## src/rtl/uartx_pkg.sv

```systemverilog
package uartx_pkg;

   typedef enum logic [1:0] {
      PAR_NONE = 2'b00,
      PAR_EVEN = 2'b01,
      PAR_ODD  = 2'b10,
      PAR_RSVD = 2'b11
   } par_mode_t;

   typedef struct packed {
      logic [1:0] len_sel;
      par_mode_t  par;
   } frame_cfg_t;

   function automatic logic [7:0] len_mask(input logic [1:0] sel);
      case (sel)
         2'd0:    return 8'h1F;
         2'd1:    return 8'h3F;
         2'd2:    return 8'h7F;
         default: return 8'hFF;
      endcase
   endfunction

   function automatic logic has_parity(input par_mode_t p);
      return (p == PAR_EVEN) || (p == PAR_ODD);
   endfunction

endpackage

```

## src/rtl/uartx_fifo.sv

```systemverilog
module uartx_fifo #(
   parameter int unsigned W     = 8,
   parameter int unsigned DEPTH = 4,
   localparam int unsigned AW   = $clog2(DEPTH),
   localparam int unsigned CW   = AW + 1
) (
   input  logic          clk,
   input  logic          rst_n,
   input  logic          push_i,
   input  logic [W-1:0]  din_i,
   input  logic          pop_i,
   output logic [W-1:0]  dout_o,
   output logic          empty_o,
   output logic [CW-1:0] count_o
);

   if (DEPTH < 2 || (DEPTH & (DEPTH - 1)) != 0) begin : g_bad_depth
      $error("uartx_fifo: DEPTH must be a power of two of at least 2");
   end
   if (W < 1) begin : g_bad_width
      $error("uartx_fifo: W must be positive");
   end

   logic [W-1:0]  mem_q [DEPTH];
   logic [CW-1:0] wp_q, rp_q;

   assign count_o = wp_q - rp_q;
   assign empty_o = (wp_q == rp_q);
   assign dout_o  = mem_q[rp_q[AW-1:0]];

   always_ff @(posedge clk or negedge rst_n) begin
      if (!rst_n) begin
         wp_q <= '0;
         rp_q <= '0;
      end else begin
         if (push_i) begin
            mem_q[wp_q[AW-1:0]] <= din_i;
            wp_q <= wp_q + 1'b1;
         end
         if (pop_i) rp_q <= rp_q + 1'b1;
      end
   end


   no_overflow_chk: assert property (@(posedge clk) disable iff (!rst_n)
      push_i |-> (count_o != CW'(DEPTH)));


   no_underflow_chk: assert property (@(posedge clk) disable iff (!rst_n)
      pop_i |-> !empty_o);

endmodule

```

## src/rtl/uartx_tx.sv

```systemverilog
module uartx_tx
   import uartx_pkg::*;
(
   input  logic       clk,
   input  logic       rst_n,
   input  logic       tick_i,
   input  logic       go_i,
   input  logic [7:0] data_i,
   input  frame_cfg_t cfg_i,
   input  logic [4:0] stop_i,
   output logic       pop_o,
   output logic       txd_o
);

   typedef enum logic [2:0] {T_IDLE, T_START, T_DATA, T_PAR, T_STOP} tx_st_t;

   tx_st_t     st_q;
   logic [4:0] cnt_q;
   logic [2:0] idx_q;
   logic [7:0] sh_q;
   logic       pbit_q;
   frame_cfg_t cfg_q;
   logic [4:0] stop_last_q;

   logic [7:0] ld_data;
   logic       ld_pbit;
   logic [4:0] ld_stop_last;
   logic       stop_done;
   logic [2:0] last_idx;

   assign ld_data      = data_i & len_mask(cfg_i.len_sel);
   assign ld_pbit      = (^ld_data) ^ (cfg_i.par == PAR_ODD);
   assign ld_stop_last = 5'd15 + ((stop_i > 5'd16) ? 5'd16 : stop_i);
   assign stop_done    = (st_q == T_STOP) && (cnt_q == stop_last_q);
   assign last_idx     = {1'b0, cfg_q.len_sel} + 3'd4;
   assign pop_o        = tick_i && go_i && ((st_q == T_IDLE) || stop_done);

   always_ff @(posedge clk or negedge rst_n) begin
      if (!rst_n) begin
         st_q        <= T_IDLE;
         cnt_q       <= '0;
         idx_q       <= '0;
         sh_q        <= '0;
         pbit_q      <= 1'b0;
         cfg_q       <= '0;
         stop_last_q <= 5'd15;
      end else if (tick_i) begin
         if (pop_o) begin
            st_q        <= T_START;
            cnt_q       <= '0;
            sh_q        <= ld_data;
            pbit_q      <= ld_pbit;
            cfg_q       <= cfg_i;
            stop_last_q <= ld_stop_last;
         end else begin
            case (st_q)
               T_START: begin
                  if (cnt_q == 5'd15) begin
                     st_q  <= T_DATA;
                     cnt_q <= '0;
                     idx_q <= '0;
                  end else cnt_q <= cnt_q + 1'b1;
               end
               T_DATA: begin
                  if (cnt_q == 5'd15) begin
                     cnt_q <= '0;
                     sh_q  <= {1'b0, sh_q[7:1]};
                     if (idx_q == last_idx)
                        st_q <= has_parity(cfg_q.par) ? T_PAR : T_STOP;
                     else
                        idx_q <= idx_q + 1'b1;
                  end else cnt_q <= cnt_q + 1'b1;
               end
               T_PAR: begin
                  if (cnt_q == 5'd15) begin
                     st_q  <= T_STOP;
                     cnt_q <= '0;
                  end else cnt_q <= cnt_q + 1'b1;
               end
               T_STOP: begin
                  if (stop_done) st_q <= T_IDLE;
                  else           cnt_q <= cnt_q + 1'b1;
               end
               default: ;
            endcase
         end
      end
   end

   always_comb begin
      case (st_q)
         T_START: txd_o = 1'b0;
         T_DATA:  txd_o = sh_q[0];
         T_PAR:   txd_o = pbit_q;
         default: txd_o = 1'b1;
      endcase
   end


   stop_len_chk: assert property (@(posedge clk) disable iff (!rst_n)
      (st_q == T_STOP) |-> (cnt_q <= stop_last_q && stop_last_q <= 5'd31 && stop_last_q >= 5'd15));

endmodule

```

## src/rtl/uartx_rx.sv

```systemverilog
module uartx_rx
   import uartx_pkg::*;
#(
   parameter int unsigned SYNC_STAGES = 2
) (
   input  logic       clk,
   input  logic       rst_n,
   input  logic       tick_i,
   input  logic       rxd_i,
   input  frame_cfg_t cfg_i,
   output logic       push_o,
   output logic [7:0] data_o,
   output logic       perr_o,
   output logic       ferr_o
);

   if (SYNC_STAGES < 1 || SYNC_STAGES > 4) begin : g_bad_sync
      $error("uartx_rx: SYNC_STAGES must be between 1 and 4");
   end

   typedef enum logic [2:0] {R_IDLE, R_START, R_DATA, R_PAR, R_STOP} rx_st_t;

   logic rxs;

   if (SYNC_STAGES == 1) begin : g_sync_one
      logic s_q;
      always_ff @(posedge clk or negedge rst_n) begin
         if (!rst_n) s_q <= 1'b1;
         else        s_q <= rxd_i;
      end
      assign rxs = s_q;
   end else begin : g_sync_chain
      logic [SYNC_STAGES-1:0] s_q;
      always_ff @(posedge clk or negedge rst_n) begin
         if (!rst_n) s_q <= '1;
         else        s_q <= {s_q[SYNC_STAGES-2:0], rxd_i};
      end
      assign rxs = s_q[SYNC_STAGES-1];
   end

   rx_st_t     st_q;
   logic [3:0] cnt_q;
   logic [2:0] idx_q;
   logic [7:0] acc_q;
   logic       par_q;
   logic       perr_q;
   frame_cfg_t cfg_q;
   logic [2:0] last_idx;

   assign last_idx = {1'b0, cfg_q.len_sel} + 3'd4;

   always_ff @(posedge clk or negedge rst_n) begin
      if (!rst_n) begin
         st_q   <= R_IDLE;
         cnt_q  <= '0;
         idx_q  <= '0;
         acc_q  <= '0;
         par_q  <= 1'b0;
         perr_q <= 1'b0;
         cfg_q  <= '0;
         push_o <= 1'b0;
         data_o <= '0;
         perr_o <= 1'b0;
         ferr_o <= 1'b0;
      end else begin
         push_o <= 1'b0;
         if (tick_i) begin
            case (st_q)
               R_IDLE: begin
                  if (!rxs) begin
                     st_q  <= R_START;
                     cnt_q <= '0;
                     cfg_q <= cfg_i;
                  end
               end
               R_START: begin
                  if (cnt_q == 4'd7) begin
                     cnt_q  <= '0;
                     idx_q  <= '0;
                     acc_q  <= '0;
                     par_q  <= 1'b0;
                     perr_q <= 1'b0;
                     st_q   <= rxs ? R_IDLE : R_DATA;
                  end else cnt_q <= cnt_q + 1'b1;
               end
               R_DATA: begin
                  if (cnt_q == 4'd15) begin
                     cnt_q        <= '0;
                     acc_q[idx_q] <= rxs;
                     par_q        <= par_q ^ rxs;
                     if (idx_q == last_idx)
                        st_q <= has_parity(cfg_q.par) ? R_PAR : R_STOP;
                     else
                        idx_q <= idx_q + 1'b1;
                  end else cnt_q <= cnt_q + 1'b1;
               end
               R_PAR: begin
                  if (cnt_q == 4'd15) begin
                     cnt_q  <= '0;
                     perr_q <= par_q ^ rxs ^ (cfg_q.par == PAR_ODD);
                     st_q   <= R_STOP;
                  end else cnt_q <= cnt_q + 1'b1;
               end
               R_STOP: begin
                  if (cnt_q == 4'd15) begin
                     push_o <= 1'b1;
                     data_o <= acc_q;
                     perr_o <= perr_q;
                     ferr_o <= !rxs;
                     st_q   <= R_IDLE;
                  end else cnt_q <= cnt_q + 1'b1;
               end
               default: st_q <= R_IDLE;
            endcase
         end
      end
   end


   start_seen_low_chk: assert property (@(posedge clk) disable iff (!rst_n)
      (st_q != R_IDLE && $past(st_q) == R_IDLE) |-> !$past(rxs));

endmodule

```

## src/rtl/uartx_top.sv

```systemverilog
module uartx_top
   import uartx_pkg::*;
#(
   parameter int unsigned TX_DEPTH    = 4,
   parameter int unsigned RX_DEPTH    = 4,
   parameter int unsigned RTS_LEVEL   = 3,
   parameter int unsigned SYNC_STAGES = 2
) (
   input  logic       clk,
   input  logic       rst_n,
   input  logic       tick16_i,
   input  logic [1:0] bus_addr_i,
   input  logic       bus_wr_i,
   input  logic       bus_rd_i,
   input  logic [7:0] bus_wdata_i,
   output logic [7:0] bus_rdata_o,
   output logic       txd_o,
   input  logic       rxd_i,
   output logic       rts_n_o,
   input  logic       cts_n_i
);

   localparam int unsigned TXCW = $clog2(TX_DEPTH) + 1;
   localparam int unsigned RXCW = $clog2(RX_DEPTH) + 1;

   if (RTS_LEVEL < 1 || RTS_LEVEL > RX_DEPTH) begin : g_bad_level
      $error("uartx_top: RTS_LEVEL must lie in 1..RX_DEPTH");
   end

   logic [4:0] ctrl_q;
   logic [4:0] stop_q;
   logic [2:0] flags_q;
   logic [1:0] cts_q;
   logic       cts_s;
   logic       flow_en;
   frame_cfg_t cfg;

   logic            tx_empty, tx_full, tx_push, tx_pop, tx_go;
   logic [7:0]      tx_dout;
   logic [TXCW-1:0] tx_cnt;
   logic            rx_empty, rx_full, rx_fifo_push, rx_pop;
   logic [7:0]      rx_dout;
   logic [RXCW-1:0] rx_cnt;
   logic            rx_push, rx_perr, rx_ferr;
   logic [7:0]      rx_data;
   logic [2:0]      flag_set, flag_clr;
   logic            wr_data, wr_clr;

   assign flow_en     = ctrl_q[4];
   assign cfg.len_sel = ctrl_q[1:0];
   assign cfg.par     = par_mode_t'(ctrl_q[3:2]);
   assign cts_s       = cts_q[1];

   assign wr_data      = bus_wr_i && (bus_addr_i == 2'd0);
   assign wr_clr       = bus_wr_i && (bus_addr_i == 2'd3);
   assign tx_full      = (tx_cnt == TXCW'(TX_DEPTH));
   assign rx_full      = (rx_cnt == RXCW'(RX_DEPTH));
   assign tx_push      = wr_data && !tx_full;
   assign tx_go        = !tx_empty && (!flow_en || !cts_s);
   assign rx_fifo_push = rx_push && !rx_full;
   assign rx_pop       = bus_rd_i && (bus_addr_i == 2'd0) && !rx_empty;
   assign rts_n_o      = flow_en && (rx_cnt >= RXCW'(RTS_LEVEL));

   assign flag_set = {rx_push && rx_full, rx_push && rx_ferr, rx_push && rx_perr};
   assign flag_clr = wr_clr ? bus_wdata_i[2:0] : 3'b000;

   always_ff @(posedge clk or negedge rst_n) begin
      if (!rst_n) begin
         ctrl_q  <= '0;
         stop_q  <= '0;
         flags_q <= '0;
         cts_q   <= 2'b11;
      end else begin
         cts_q   <= {cts_q[0], cts_n_i};
         flags_q <= (flags_q & ~flag_clr) | flag_set;
         if (bus_wr_i && bus_addr_i == 2'd1) ctrl_q <= bus_wdata_i[4:0];
         if (bus_wr_i && bus_addr_i == 2'd2) stop_q <= bus_wdata_i[4:0];
      end
   end

   always_comb begin
      case (bus_addr_i)
         2'd0:    bus_rdata_o = rx_empty ? 8'h00 : rx_dout;
         2'd1:    bus_rdata_o = {3'b000, ctrl_q};
         2'd2:    bus_rdata_o = {3'b000, stop_q};
         default: bus_rdata_o = {3'b000, tx_full, rx_empty, flags_q};
      endcase
   end

   uartx_fifo #(.W(8), .DEPTH(TX_DEPTH)) u_tx_fifo (
      .clk(clk), .rst_n(rst_n),
      .push_i(tx_push), .din_i(bus_wdata_i),
      .pop_i(tx_pop), .dout_o(tx_dout),
      .empty_o(tx_empty), .count_o(tx_cnt)
   );

   uartx_fifo #(.W(8), .DEPTH(RX_DEPTH)) u_rx_fifo (
      .clk(clk), .rst_n(rst_n),
      .push_i(rx_fifo_push), .din_i(rx_data),
      .pop_i(rx_pop), .dout_o(rx_dout),
      .empty_o(rx_empty), .count_o(rx_cnt)
   );

   uartx_tx u_tx (
      .clk(clk), .rst_n(rst_n), .tick_i(tick16_i),
      .go_i(tx_go), .data_i(tx_dout), .cfg_i(cfg), .stop_i(stop_q),
      .pop_o(tx_pop), .txd_o(txd_o)
   );

   uartx_rx #(.SYNC_STAGES(SYNC_STAGES)) u_rx (
      .clk(clk), .rst_n(rst_n), .tick_i(tick16_i),
      .rxd_i(rxd_i), .cfg_i(cfg),
      .push_o(rx_push), .data_o(rx_data),
      .perr_o(rx_perr), .ferr_o(rx_ferr)
   );


   flag_sticky_chk: assert property (@(posedge clk) disable iff (!rst_n)
      (|($past(flags_q) & ~flags_q)) |-> $past(bus_wr_i && bus_addr_i == 2'd3));


   cts_gate_chk: assert property (@(posedge clk) disable iff (!rst_n)
      tx_pop |-> (!flow_en || !cts_s));


   rts_full_chk: assert property (@(posedge clk) disable iff (!rst_n)
      (flow_en && rx_full) |-> rts_n_o);

endmodule

```

## config.mk

```make
export PLATFORM = sky130hd
export DESIGN_NAME = uartx_top
export DESIGN_NICKNAME = d
export VERILOG_FILES = /design/src/rtl/uartx_pkg.sv /design/src/rtl/uartx_fifo.sv /design/src/rtl/uartx_tx.sv /design/src/rtl/uartx_rx.sv /design/src/rtl/uartx_top.sv
export SDC_FILE = /design/constraint.sdc
export NUM_CORES = 1
export LEC_CHECK = 0
export ABC_AREA = 1
export BUFFER_PORTS_ARGS = -buffer_cell sky130_fd_sc_hd__buf_4
export CAP_MARGIN = 15
export CORE_AREA = 5 5 118 120
export CTS_BUF_LIST = sky130_fd_sc_hd__clkbuf_16
export DETAILED_ROUTE_END_ITERATION = 10
export DIE_AREA = 0 0 123 125
export PLACE_DENSITY_LB_ADDON = 0.05
export SLEW_MARGIN = 20
export SYNTH_ARGS = -nofsm -noshare
export SYNTH_HDL_FRONTEND = slang
export SYNTH_SLANG_ARGS = --single-unit
```

## constraint.sdc

```tcl
create_clock -name clk -period 2.6 [get_ports clk]
set_clock_uncertainty 0.1 [all_clocks]
set_input_delay 0.52 -clock clk [delete_from_list [all_inputs] [get_ports clk]]
set_output_delay 0.52 -clock clk [all_outputs]
set_load 0.05 [all_outputs]
```

# Word-level counts from Yosys, hierarchy flattened
# Memories as Yosys holds them, arrays and structs flattened.
# Cells that the tools add are included.
# word_totals
ff_bits	93
ramBits	64
inputBits	17
out_inout_bits	10
word_cells	220
memories	2
# memory_table
name	words	width	read_ports	rd_clocked_by_memory_dff	write_ports	line_no	text
u_rx_fifo.mem_q	4	8	1	0	1	uartx_fifo.sv:24	logic [W-1:0] mem_q [DEPTH];
u_tx_fifo.mem_q	4	8	1	0	1	uartx_fifo.sv:24	
# classes
add_sub_neg	13
order_cmp	4
eq_ne	45
muxes	61
n_bitwise	9
reduce_logical	57
# op_table
cell	count
2-to-1 mux 3 bit	21
2-to-1 mux 8 bit	6
one-hot mux 8 bit (3 select lines)	2
2-to-1 mux 5 bit	4
logical AND 1 bit	19
adder 3 x 1 -> 3 bit, second input constant	6
2-to-1 mux 4 bit	4
one-hot mux 4 bit (4 select lines)	1
one-hot mux 8 bit (2 select lines)	1
inequality test 3 x 2 -> 1 bit, second input constant	5
one-hot mux 3 bit (5 select lines)	1
inequality test 2 x 1 -> 1 bit, second input constant	7
AND reduction 7 bit	2
equality test 2 bit, second input constant	6
equality test 3 x 2 -> 1 bit, second input constant	4
equality test 3 bit	4
equality test 3 bit, second input constant	4
one-hot mux 3 bit (2 select lines)	2
one-hot mux 3 bit (4 select lines)	1
AND reduction 3 bit	4
AND reduction 4 bit	3
2-to-1 mux 1 bit	11
one-hot mux 5 bit (2 select lines)	1
nonzero test 2 bit	5
41 further kinds	65

# Logic depth before layout (Yosys ltp)
# logic_depth
word_depth	7
mapped_depth	15
depth_no_buf	13

# Hierarchy
# Synthesis repeated with hierarchy kept, for this count alone.
# hier_totals
hier_cells	963
hier_area_um2	8211.6
# modules_own_cells
module	n_inst	cells_per_inst	area_per_inst_um2	seq_area_each_um2
uartx_fifo	2	180	1789.2	1111.1
uartx_rx	1	242	1913.1	928.4
uartx_tx	1	250	1875.5	730.7
uartx_top	1	111	844.6	377.9

# Worst setup path after synthesis
# No wires, ideal clock.
# synth_path
path_kind	register -> output
startpoint	reg u_tx_fifo.rp_q[1]
endpoint	out bus_rdata_o[4]
t_arrival_ns	2.437
t_required_ns	1.980
slack_ns	-0.457
path_stages_with_launch	9
path_buffers	1
cell_sequence	dfrtp_1 -> inv_1 -> buf_2 -> ha_1 -> inv_1 -> nor2_1 -> o21ai_0 -> nand4_1 -> o21ai_0
# synth_between
elab_chain_len	3
# synth_rtl
element	line_no	text
start, declared	uartx_fifo.sv:25	logic [CW-1:0] wp_q, rp_q;
start signal, assigned	uartx_fifo.sv:40	if (pop_i) rp_q <= rp_q + 1'b1;
subtractor 3 bit	uartx_fifo.sv:27	assign count_o = wp_q - rp_q;
equality test 3 bit	uartx_top.sv:56	assign tx_full = (tx_cnt == TXCW'(TX_DEPTH));
one-hot mux 8 bit (3 select lines)	uartx_top.sv:82	case (bus_addr_i)
end, declared	uartx_top.sv:16	output logic [7:0] bus_rdata_o,
# Every way passes these cells.

# Final worst setup path
# layout_path
startpoint	reg u_rx_fifo.rp_q[0]
endpoint	out rts_n_o
# layout_between
elab_chain_len	3
# layout_rtl
element	line_no	text
start, declared	uartx_fifo.sv:25	
start signal, assigned	uartx_fifo.sv:40	
subtractor 3 bit	uartx_fifo.sv:27	
greater-or-equal comparator 3 x 2 -> 1 bit	uartx_top.sv:62	assign rts_n_o = flow_en && (rx_cnt >= RXCW'(RTS_LEVEL));
logical AND 1 bit	uartx_top.sv:62	
end, declared	uartx_top.sv:19	output logic rts_n_o,
# Every way passes these cells.

==> flow_summary.toml <==
[status]
status = "complete, but fails checks"
violations = "negative setup slack"

[synth]
synthTopCellsByCount = "nand2_1, inv_1, dfrtp_1"
synth-edff-count = 64
synth_nets = 869
syn_area_um2 = 7640
synth_area_leaders = "dfrtp_1, edfxtp_1, nand2_1"
syn_area_per_cell_um2 = 9.20
syn_inst = 831
synth_top_cell_area_share = 0.278
post-synth-top-area-cell = "dfrtp_1"
synth_flop_cell = "dfrtp_1"
yosysMostFrequentCell = "nand2_1"
synth-seq-cells = 157
synth.distinct_cells = 43
synthArstFlopShare = 0.592
yosys_warnings = 0
ys_seq_area_frac = 0.557

[setup_path]
critPathCaptureType = "output pin"
setup.worst_path.start_class = "register"
crit_fanout = 6
reg2reg_to = "u_rx_fifo.mem_q[3][1]"
critPathRequiredTime_ns = 1.98
r2r-start = "u_rx_fifo.rp_q[0]"
r2r_cells = 9
crit_arrival_ns = 1.99
crit_type = "register to output pin"
ff2ff_setup_slack_ns = 0.26

[pwr]
ir_worst_vdd_mv = 0.492
p_total_mw = 9.80
powerDensity_nw_per_um2 = 1100
p_leak_nw = 3.96

[cells_and_area]
layout-drive-gt1-share = 0.157
multi_input_area_um2 = 2990
layout.nets = 929
area_growth_pct = 16.4
ff_latch_area_um2 = 4260
stdcell_count = 1080
nFillCells = 990
final_util = 0.691
n_antenna_cell = 0

[placed_design]
routabilityCongestion = 0.883
dp_slack_ns = 0.255
numPortBuffers = 26
dp.cells = 1032
hpwl_mm = 11.5

[global_route]
antenna_found_initial = 0
grt_pass1_wl_mm = 26.5
grt_pass1_vias = 5643
grt_usage = 0.219
grt_max_degree = 88
grt-ovfl-total = 0

[sta]
maxSlewHeadroom = 0.479
slew_violations = 0
finalSetupViolations = 2
rsz0062_at_grt = "yes"
max_freq_ghz = 0.383
period_share = 1.00
tightest_slew_ns = 0.782
setup_slack_ns = -0.0105
fin_crit_ns = 2.61
finalHoldViolCount = 0

[detailed_routing]
drc = 0
vias = 5785
wl_mm = 16.3
wl_per_cell_um = 15.1
drtIter0Drc = 481
ant_nets = 0
vias_per_cell = 5.36
first_pass_iters = 5

[floorplanning]
placementRows = 42
core-area_um2 = 12900
io_pins = 27
die_width_um = 123
initial_core_util = 0.594
die_h_um = 125
dieArea_um2 = 15400

[clocking]
cts-root-buf = "clkbuf_16"
cts_max_level = 4
cts_tree = "yes"
cts_buffers = 17
cts_buffer_depth = 2
clkSinkCount = 157
clk_pin_slew_ns = 0.06
clk-insertion-delay-late_ns = 0.43

[worst_hold_path]
hold_depth = 1
hold_path_class = "input port to register"
holdPathEnd = "cts_q[0]"
worstHoldStart = "cts_n_i"

[job]
cap_violations = 0
-- registers in the layout (all words and copies together), names as in the netlist, 4 cells and up --
signal and cells:
u_tx.stop_last_q 5, u_rx.cnt_q 4, ctrl_q 5, u_rx.acc_q 8, u_tx.cfg_q 4, u_tx.cnt_q 5
u_rx.data_o 8, u_rx_fifo.mem_q 32, u_tx_fifo.mem_q 32, u_tx.sh_q 8, u_rx.cfg_q 4, stop_q 5
-- cells in the final DEF, fill, tap and decap left out, types with 5 or more instances in the layout --
cell type,count
buf_4,52
nand3_1,53
o22ai_1,11
clkbuf_16,17
o21ai_1,20
dfrtp_1,82
xor2_1,12
nor2_1,79
inv_1,92
edfxtp_1,64
nor3_1,8
inv_2,6
o21ai_0,68
a21oi_1,26
nand2_1,192
dfstp_2,8
buf_6,5
ha_1,17
o21a_1,6
xnor2_1,10
-- logic make-up after synthesis --
kind of cell | after synthesis | synth area share
simple gates | 355 | 0.195
flops | 157 | 0.557
compound gates | 151 | 0.110
buf+inv | 117 | 0.0653
xor+xnor | 23 | 0.0264
fa+ha+maj | 21 | 0.0354
mux | 7 | 0.0103
-- layout make-up --
type	instances	area share
multi-input cells	557	0.336
inverters	99	0.0429
well taps	176	0.0248
clock buffers	17	0.0478
repair buffers	58	0.0513
clock inverters	15	0.0177
repair inverters	1	0.000844
flip-flops and latches	157	0.479
-- power by group --
group          total, mW  switching [mW]  leakage (nW)  internal (mW)
Sequential          3.45           0.404          1.72           3.04
Combinational       3.92            2.47          1.96           1.44
Clock               2.44           0.953         0.287           1.49
Total               9.80            3.83          3.96           5.97
-- layer usage --
metal | global-route usage | part of all wire
met4 | 0.0749 | 0.020
met2 | 0.380 | 0.52
met5 | 0 | 0
met1 | 0.271 | 0.43
met3 | 0.0461 | 0.032
-- worst max-delay path by stage --
stage	slack (ns)	from	endpoint
2_1_floorplan	-0.08	u_tx_fifo.rp_q[1]	bus_rdata_o[4]
3_3_place_gp	0.32	u_rx_fifo.wp_q[0]	rts_n_o
3_5_place_dp	0.26	u_rx_fifo.wp_q[0]	bus_rdata_o[4]
4_1_cts	-0.01	u_rx_fifo.rp_q[1]	bus_rdata_o[4]
5_1_grt	-0.09	u_rx_fifo.rp_q[0]	rts_n_o
6_report	-0.01	u_rx_fifo.rp_q[0]	rts_n_o
-- repair_timing --
item,in CTS,in global routing
gates resized for setup,13,21
buffers inserted,4,10
hold buffers,1,0
hold endpoints to repair,6,0
gates cloned,0,1
pin swaps,1,4
endpoints found under the setup margin,7,7
-- metrics by stage --
stage / setup TNS (ns) / hold slack (ns) / instance area, um^2
after floorplan: -0.0818 / 0.124 / 7660
after global placement: 0 / 0.247 / 8080
after detailed placement: 0 / 0.249 / 8080
after CTS: -0.0244 / 0.0913 / 8730
after global routing: -0.187 / 0.0853 / 8900
final: -0.0136 / 0.103 / 8900
-- worst max-delay path, cell delays in order, from the launching register on --
cell and delay [ns]:
dfrtp_2 0.46, ha_4 0.16, inv_2 0.03, fa_1 0.48, inv_2 0.05, nor2_2 0.07, o21ai_1 0.07, inv_1 0.08
buf_6 0.16
No activity file was read; power rests on OpenSTA's default activity.
